==> src/rtl/wdog_pkg.sv <==
package wdog_pkg;
  localparam logic [7:0] KEY_ARM  = 8'h55;
  localparam logic [7:0] KEY_FIRE = 8'hAA;
  localparam int unsigned PULSE_LEN = 4;
  localparam int unsigned PULSE_W   = $clog2(PULSE_LEN + 1);

  typedef enum logic {
    SEQ_IDLE  = 1'b0,
    SEQ_ARMED = 1'b1
  } seq_state_e;
endpackage

==> src/rtl/wdog_prescaler.sv <==
module wdog_prescaler #(
  parameter int unsigned PRESCALE_BITS = 15
) (
  input  logic clk,
  input  logic rst_n,
  output logic tick_o
);
  logic [PRESCALE_BITS-1:0] cnt_q;

  // Free-running: no service input reaches this counter.
  always_ff @(posedge clk or negedge rst_n) begin
    if (!rst_n) cnt_q <= '0;
    else        cnt_q <= cnt_q + 1'b1;
  end

  assign tick_o = &cnt_q;

  p_tick_spaced_r2: assert property (@(posedge clk) disable iff (!rst_n)
    tick_o |=> !tick_o);
endmodule

==> src/rtl/wdog_svc_seq.sv <==
module wdog_svc_seq
  import wdog_pkg::*;
(
  input  logic       clk,
  input  logic       rst_n,
  input  logic       we_i,
  input  logic [7:0] data_i,
  output logic       done_o
);
  seq_state_e state_q, state_d;

  always_comb begin
    state_d = state_q;
    done_o  = 1'b0;
    if (we_i) begin
      if (data_i == KEY_ARM) begin
        state_d = SEQ_ARMED;
      end else if (data_i == KEY_FIRE) begin
        done_o  = (state_q == SEQ_ARMED);
        state_d = SEQ_IDLE;
      end else begin
        state_d = SEQ_IDLE;
      end
    end
  end

  always_ff @(posedge clk or negedge rst_n) begin
    if (!rst_n) state_q <= SEQ_IDLE;
    else        state_q <= state_d;
  end

  p_done_single_r4: assert property (@(posedge clk) disable iff (!rst_n)
    done_o |=> !done_o);
endmodule

==> src/rtl/wdog_divider.sv <==
module wdog_divider #(
  parameter int unsigned RATE_W         = 2,
  parameter int unsigned RATE_STEP_LOG2 = 2
) (
  input  logic              clk,
  input  logic              rst_n,
  input  logic              enable_i,
  input  logic              tick_i,
  input  logic              clear_i,
  input  logic [RATE_W-1:0] rate_i,
  output logic              expire_o
);
  localparam int unsigned RATES = 2 ** RATE_W;
  localparam int unsigned DIV_W = RATE_STEP_LOG2 * (RATES - 1) + 1;

  logic [DIV_W-1:0] lim_tab [RATES];
  logic [DIV_W-1:0] limit;
  logic [DIV_W-1:0] cnt_q;

  for (genvar i = 0; i < RATES; i++) begin : g_lim
    assign lim_tab[i] = DIV_W'(1) << (RATE_STEP_LOG2 * i);
  end

  assign limit    = lim_tab[rate_i];
  assign expire_o = enable_i && !clear_i && tick_i && (cnt_q >= limit);

  always_ff @(posedge clk or negedge rst_n) begin
    if (!rst_n) begin
      cnt_q <= '0;
    end else if (!enable_i || clear_i) begin
      cnt_q <= '0;
    end else if (tick_i) begin
      if (cnt_q >= limit) cnt_q <= '0;
      else                cnt_q <= cnt_q + 1'b1;
    end
  end

  p_svc_no_expire_r4: assert property (@(posedge clk) disable iff (!rst_n)
    clear_i |=> !expire_o);
  p_disabled_quiet_r10: assert property (@(posedge clk) disable iff (!rst_n)
    !enable_i |-> !expire_o);
endmodule

==> src/rtl/wdog_rst_pulse.sv <==
module wdog_rst_pulse
  import wdog_pkg::*;
(
  input  logic clk,
  input  logic rst_n,
  input  logic fire_i,
  output logic rst_o,
  output logic cause_o
);
  logic [PULSE_W-1:0] len_q;
  logic               cause_q;

  always_ff @(posedge clk or negedge rst_n) begin
    if (!rst_n) begin
      len_q   <= '0;
      cause_q <= 1'b0;
    end else begin
      if (fire_i)            len_q <= PULSE_W'(PULSE_LEN);
      else if (len_q != '0)  len_q <= len_q - 1'b1;
      if (fire_i)            cause_q <= 1'b1;
    end
  end

  assign rst_o   = (len_q != '0);
  assign cause_o = cause_q;

  p_pulse_len_r6: assert property (@(posedge clk) disable iff (!rst_n)
    $fell(rst_o) |-> ($past(rst_o, 1) && $past(rst_o, 4)));
  p_cause_sticky_r7: assert property (@(posedge clk) disable iff (!rst_n)
    cause_o |=> cause_o);
endmodule

==> src/rtl/wdog_top.sv <==
module wdog_top
  import wdog_pkg::*;
#(
  parameter int unsigned PRESCALE_BITS  = 15,
  parameter int unsigned RATE_W         = 2,
  parameter int unsigned RATE_STEP_LOG2 = 2
) (
  input  logic              clk,
  input  logic              rst_n,
  input  logic              enable,
  input  logic [RATE_W-1:0] rate_sel,
  input  logic              svc_we,
  input  logic [7:0]        svc_data,
  input  logic              special_mode,
  input  logic              dis_we,
  input  logic              dis_wdata,
  output logic              wdt_rst,
  output logic              wdt_cause
);
  logic tick, svc_done, expire, fire;
  logic dis_q, dis_eff;

  // Disable bit: set out of reset, honoured and writable only in special mode.
  always_ff @(posedge clk or negedge rst_n) begin
    if (!rst_n)             dis_q <= 1'b1;
    else if (!special_mode) dis_q <= 1'b0;
    else if (dis_we)        dis_q <= dis_wdata;
  end
  assign dis_eff = dis_q & special_mode;

  wdog_prescaler #(.PRESCALE_BITS(PRESCALE_BITS)) u_pre (
    .clk(clk), .rst_n(rst_n), .tick_o(tick)
  );

  wdog_svc_seq u_seq (
    .clk(clk), .rst_n(rst_n), .we_i(svc_we), .data_i(svc_data), .done_o(svc_done)
  );

  wdog_divider #(.RATE_W(RATE_W), .RATE_STEP_LOG2(RATE_STEP_LOG2)) u_div (
    .clk(clk), .rst_n(rst_n), .enable_i(enable), .tick_i(tick),
    .clear_i(svc_done), .rate_i(rate_sel), .expire_o(expire)
  );

  assign fire = expire & ~dis_eff;

  wdog_rst_pulse u_pulse (
    .clk(clk), .rst_n(rst_n), .fire_i(fire), .rst_o(wdt_rst), .cause_o(wdt_cause)
  );

  p_no_fire_disabled_r8: assert property (@(posedge clk) disable iff (!rst_n)
    $rose(wdt_rst) |-> $past(!dis_eff && enable));
  p_cause_with_pulse_r7: assert property (@(posedge clk) disable iff (!rst_n)
    $rose(wdt_rst) |-> wdt_cause);
endmodule

==> config.mk <==
export PLATFORM = sky130hd
export DESIGN_NAME = wdog_top
export DESIGN_NICKNAME = d
export VERILOG_FILES = /design/src/rtl/wdog_pkg.sv /design/src/rtl/wdog_prescaler.sv /design/src/rtl/wdog_svc_seq.sv /design/src/rtl/wdog_divider.sv /design/src/rtl/wdog_rst_pulse.sv /design/src/rtl/wdog_top.sv
export SDC_FILE = /design/constraint.sdc
export NUM_CORES = 1
export LEC_CHECK = 0
export BUFFER_PORTS_ARGS = -buffer_cell sky130_fd_sc_hd__buf_2
export CAP_MARGIN = 15
export CORE_ASPECT_RATIO = 0.7
export CORE_MARGIN = 4
export CORE_UTILIZATION = 59
export CTS_BUF_LIST = sky130_fd_sc_hd__clkbuf_8
export CTS_CLUSTER_DIAMETER = 50
export DETAILED_ROUTE_END_ITERATION = 6
export PLACE_DENSITY = 0.85
export RECOVER_POWER = 50
export SETUP_SLACK_MARGIN = 0.02
export SYNTH_ARGS = -nofsm -noshare
export SYNTH_HDL_FRONTEND = slang
export SYNTH_SLANG_ARGS = --single-unit
==> constraint.sdc <==
create_clock -name clk -period 2.72 [get_ports clk]
set_clock_uncertainty 0.15 [all_clocks]
set_input_delay 0 -clock clk [delete_from_list [all_inputs] [get_ports clk]]
set_output_delay 0 -clock clk [all_outputs]
set_load 0.05 [all_outputs]
==> flow_summary.yaml <==
outcome:
  run_status: "completed"
yosys:
  post_synth_most_frequent_cells: "dfrtp_1, nand2_1, nand3_1"
  yosys_register_bits: 28
  yosys.cell_count.top_type: "dfrtp_1"
  postSynthCellCount: 147
  postSynthAreaPerCell_um2: 9.96
  synth_top_area_share_pct: 46.2
  synth.distinct_cells: 29
  synth.yosys.seq_area_share_pct: 47.9
  postSynth.topFlopCell: "dfrtp_1"
  yosys_warning_total: 0
  synth_fp_nets: 172
  synth_area_leaders: "dfrtp_1, ha_1, xnor2_1"
  synth-edff-count: 0
  synth_area_leader_cell: "dfrtp_1"
  synth.cell_area_um2: 1460
  postSynth.asyncResetShare_pct: 100
sta:
  setup_viol: 0
  worst-slew-pin-transition_ns: 1.44
  timing.final.ws_setup_ns: 0.138
  finalHoldViolations: 0
  max_clock_freq_mhz: 387
  worst_slew_margin_rel_pct: 4.02
  period_needed_ns: 2.58
  maxSlewViolCount: 0
  timing.final.crit_share_pct: 94.9
  grt_setup_unrepaired: "no"
  setup-tns-final_ns: 0
route:
  post-route-drc-count: 0
  viasPerCell: 5.74
  drt_iter0_drc: 94
  postRouteWirelength_um: 2970
  final_antenna_net_count: 0
  dr_total_vias: 1183
  avgRoutedWirePerCell_um: 14.4
  detail_route.first_pass.iterations: 4
floorplan:
  chipWidth_um: 67.5
  floorplan.initialDensity_pct: 64.8
  floorplan.die_area_um2: 3350
  die_h_um: 49.7
  core.rowCount: 14
  io_pins: 19
  core-area_um2: 2260
global_route:
  grt_antenna_before_repair: 0
  grt_pass1_vias: 1153
  globalRoute.totalOverflow: 0
  grtUsageTotal_pct: 20.2
  maximum_number_of_pins_on_one_net_before_global_route_repair: 29
  global_route_wire_length_before_repair_um: 5170
finish:
  antenna_cells_inserted: 0
  fillers: 153
  syn2layout_area_growth_pct: 16.5
  post_route_cells_drive_above_1_share_pct: 15.5
  nets: 200
critical_path:
  critical-path-slowest-cell: "or4_1"
  number_of_cells_on_the_critical_path: 7
  cpPeakStageDelay_ns: 0.50
  critPathKind: "reg2reg"
  cp_top_family: "simple AND/OR/NAND/NOR gates"
  cp.required_ns: 2.77
  timing.critical_path.buf_inv: 1
  worstSetupEndpointType: "register"
  cell_breakdown_of_the_critical_path: "inv_1 -> ha_1 -> or3b_1 -> a41o_1 -> or2_2 -> or4_1 -> a31oi_1"
  worstSetupStartpointType: "register"
  r2r.worst_path.cells: 7
  crit_path_max_fanout: 6
  crit_arrival_ns: 2.63
place:
  detailedPlacementHpwl_um: 2210
  dp_slack_ns: 0.126
  numPortBuffers: 18
  gp_routability_congestion: 0.781
clock_tree:
  insertion_delay_ns: 0.27
  cts.reportedPaths.clkPinSlew_ns: 0.09
  clock_tree.root_cell: "clkbuf_8"
  cts_made_buffers: 3
  clockBufferDepth: 2
  numClockSinks: 28
  clock_tree.htree_level_count: 1
  cts_tree: "yes"
hold_path:
  min_delay_path_depth: 5
  worst_hold_path_type: "in2reg"
pwr:
  power-per-cell-area_nw_per_um2: 426
  vdd.ir_drop.worst_mv: 0.283
  total_leakage_power_nw: 0.848
job:
  drv_cap: 0
==> tightest hold or removal path, delay by kind of cell <==
| kind | cells | cell delay, ns |
|---|---|---|
| and+or+nand+nor | 4 | 0.47 |
| buffers and inverters | 1 | 0.08 |
==> cell type report <==
cell class	instances	area, µm²	area share [%]
repair buffers	25	156	9.17
well taps	32	40.0	2.35
flip-flops and latches	28	702	41.2
clock buffers	4	55.1	3.23
multi-input cells	109	722	42.3
inverters	8	30.0	1.76
==> report_power, final <==
part	leakage, nW	switching [mW]	internal (mW)	total (mW)
combinational	0.446	0.0301	0.0230	0.0531
clock	0.0288	0.125	0.130	0.254
sequential	0.372	0.000746	0.418	0.419
total	0.848	0.156	0.571	0.727
==> metal layers <==
metal  global-route usage [%]  up-vias  wire length (µm)
li1                         -      574                 -
met1                     27.8      553              1360
met2                     32.8       46              1430
met3                     4.77       10               152
met4                     3.37        0                35
met5                        0        -                 0
==> flip-flops by register name, summed over array words and instances (netlist names) <==
register,cells
u_pre.cnt_q,15
u_div.cnt_q,7
u_pulse.len_q,3
dis_q,1
u_pulse.cause_o,1
u_seq.state_q,1
==> metrics by stage <==
stage	power [mW]	hold WS (ns)	utilization [%]	area [µm²]	instances
after floorplan	0.447	-0.446	-	1460	147
after global placement	0.472	-0.115	70.1	1580	195
after detailed placement	0.475	-0.105	70.1	1580	195
after CTS	0.728	0.129	75.2	1700	205
after global routing	0.759	0.214	75.5	1710	206
final	0.727	0.159	75.5	1710	206
==> worst paths after layout <==
kind | start | endpoint | slack (ns)
worst min register to register | u_pulse.cause_o$_DFFE_PN0P_ | u_pulse.cause_o$_DFFE_PN0P_ | 0.32
worst max register to register | u_div.cnt_q[0]$_DFFE_PN0P_ | u_div.cnt_q[4]$_DFFE_PN0P_ | 0.14
max in group asynchronous | rst_n | u_div.cnt_q[0]$_DFFE_PN0P_ | 1.13
worst min-delay path | svc_data[0] | u_pulse.len_q[2]$_DFFE_PN0P_ | 0.16
worst max-delay path | u_div.cnt_q[0]$_DFFE_PN0P_ | u_div.cnt_q[4]$_DFFE_PN0P_ | 0.14
min in group asynchronous | rst_n | u_div.cnt_q[6]$_DFFE_PN0P_ | 0.44
==> placed cells by master (no fill, tap or decap), types with 2 or more instances in the layout <==
master	instances
a21oi_1	3
a31oi_1	4
and2_1	2
and3_1	5
buf_2	17
clkbuf_8	4
dfrtp_1	27
dlygate4sd3_1	6
ha_1	8
inv_1	8
mux2i_1	2
nand2_1	17
nand2b_1	3
nand3_1	13
nand4_1	3
nor2_1	9
nor2b_1	3
nor4bb_1	4
o21ai_0	4
or2_2	3
or4_1	5
xnor2_1	8
xor2_1	6
==> logic make-up (layout without fill, tap and decap cells) <==
| kind of cell | Yosys count | after routing | synth area share, % |
|---|---|---|---|
| DFF | 28 | 28 | 47.9 |
| buffers and inverters | 10 | 37 | 2.74 |
| adders and majority gates | 8 | 8 | 6.84 |
| and+or+nand+nor | 71 | 71 | 26.9 |
| xor gates and xnor gates | 14 | 14 | 8.38 |
| AOI/OAI and AO/OA | 14 | 14 | 5.81 |
| muxes | 2 | 2 | 1.37 |
==> timing repair <==
action | 4_1_cts | 5_1_grt
hold buffers | 6 | 0
setup buffers | 0 | 1
endpoints found under the setup margin | 0 | 2
endpoints found under the hold margin | 40 | 0
resized for setup | 0 | 0
No activity file was read; power rests on OpenSTA's default activity.
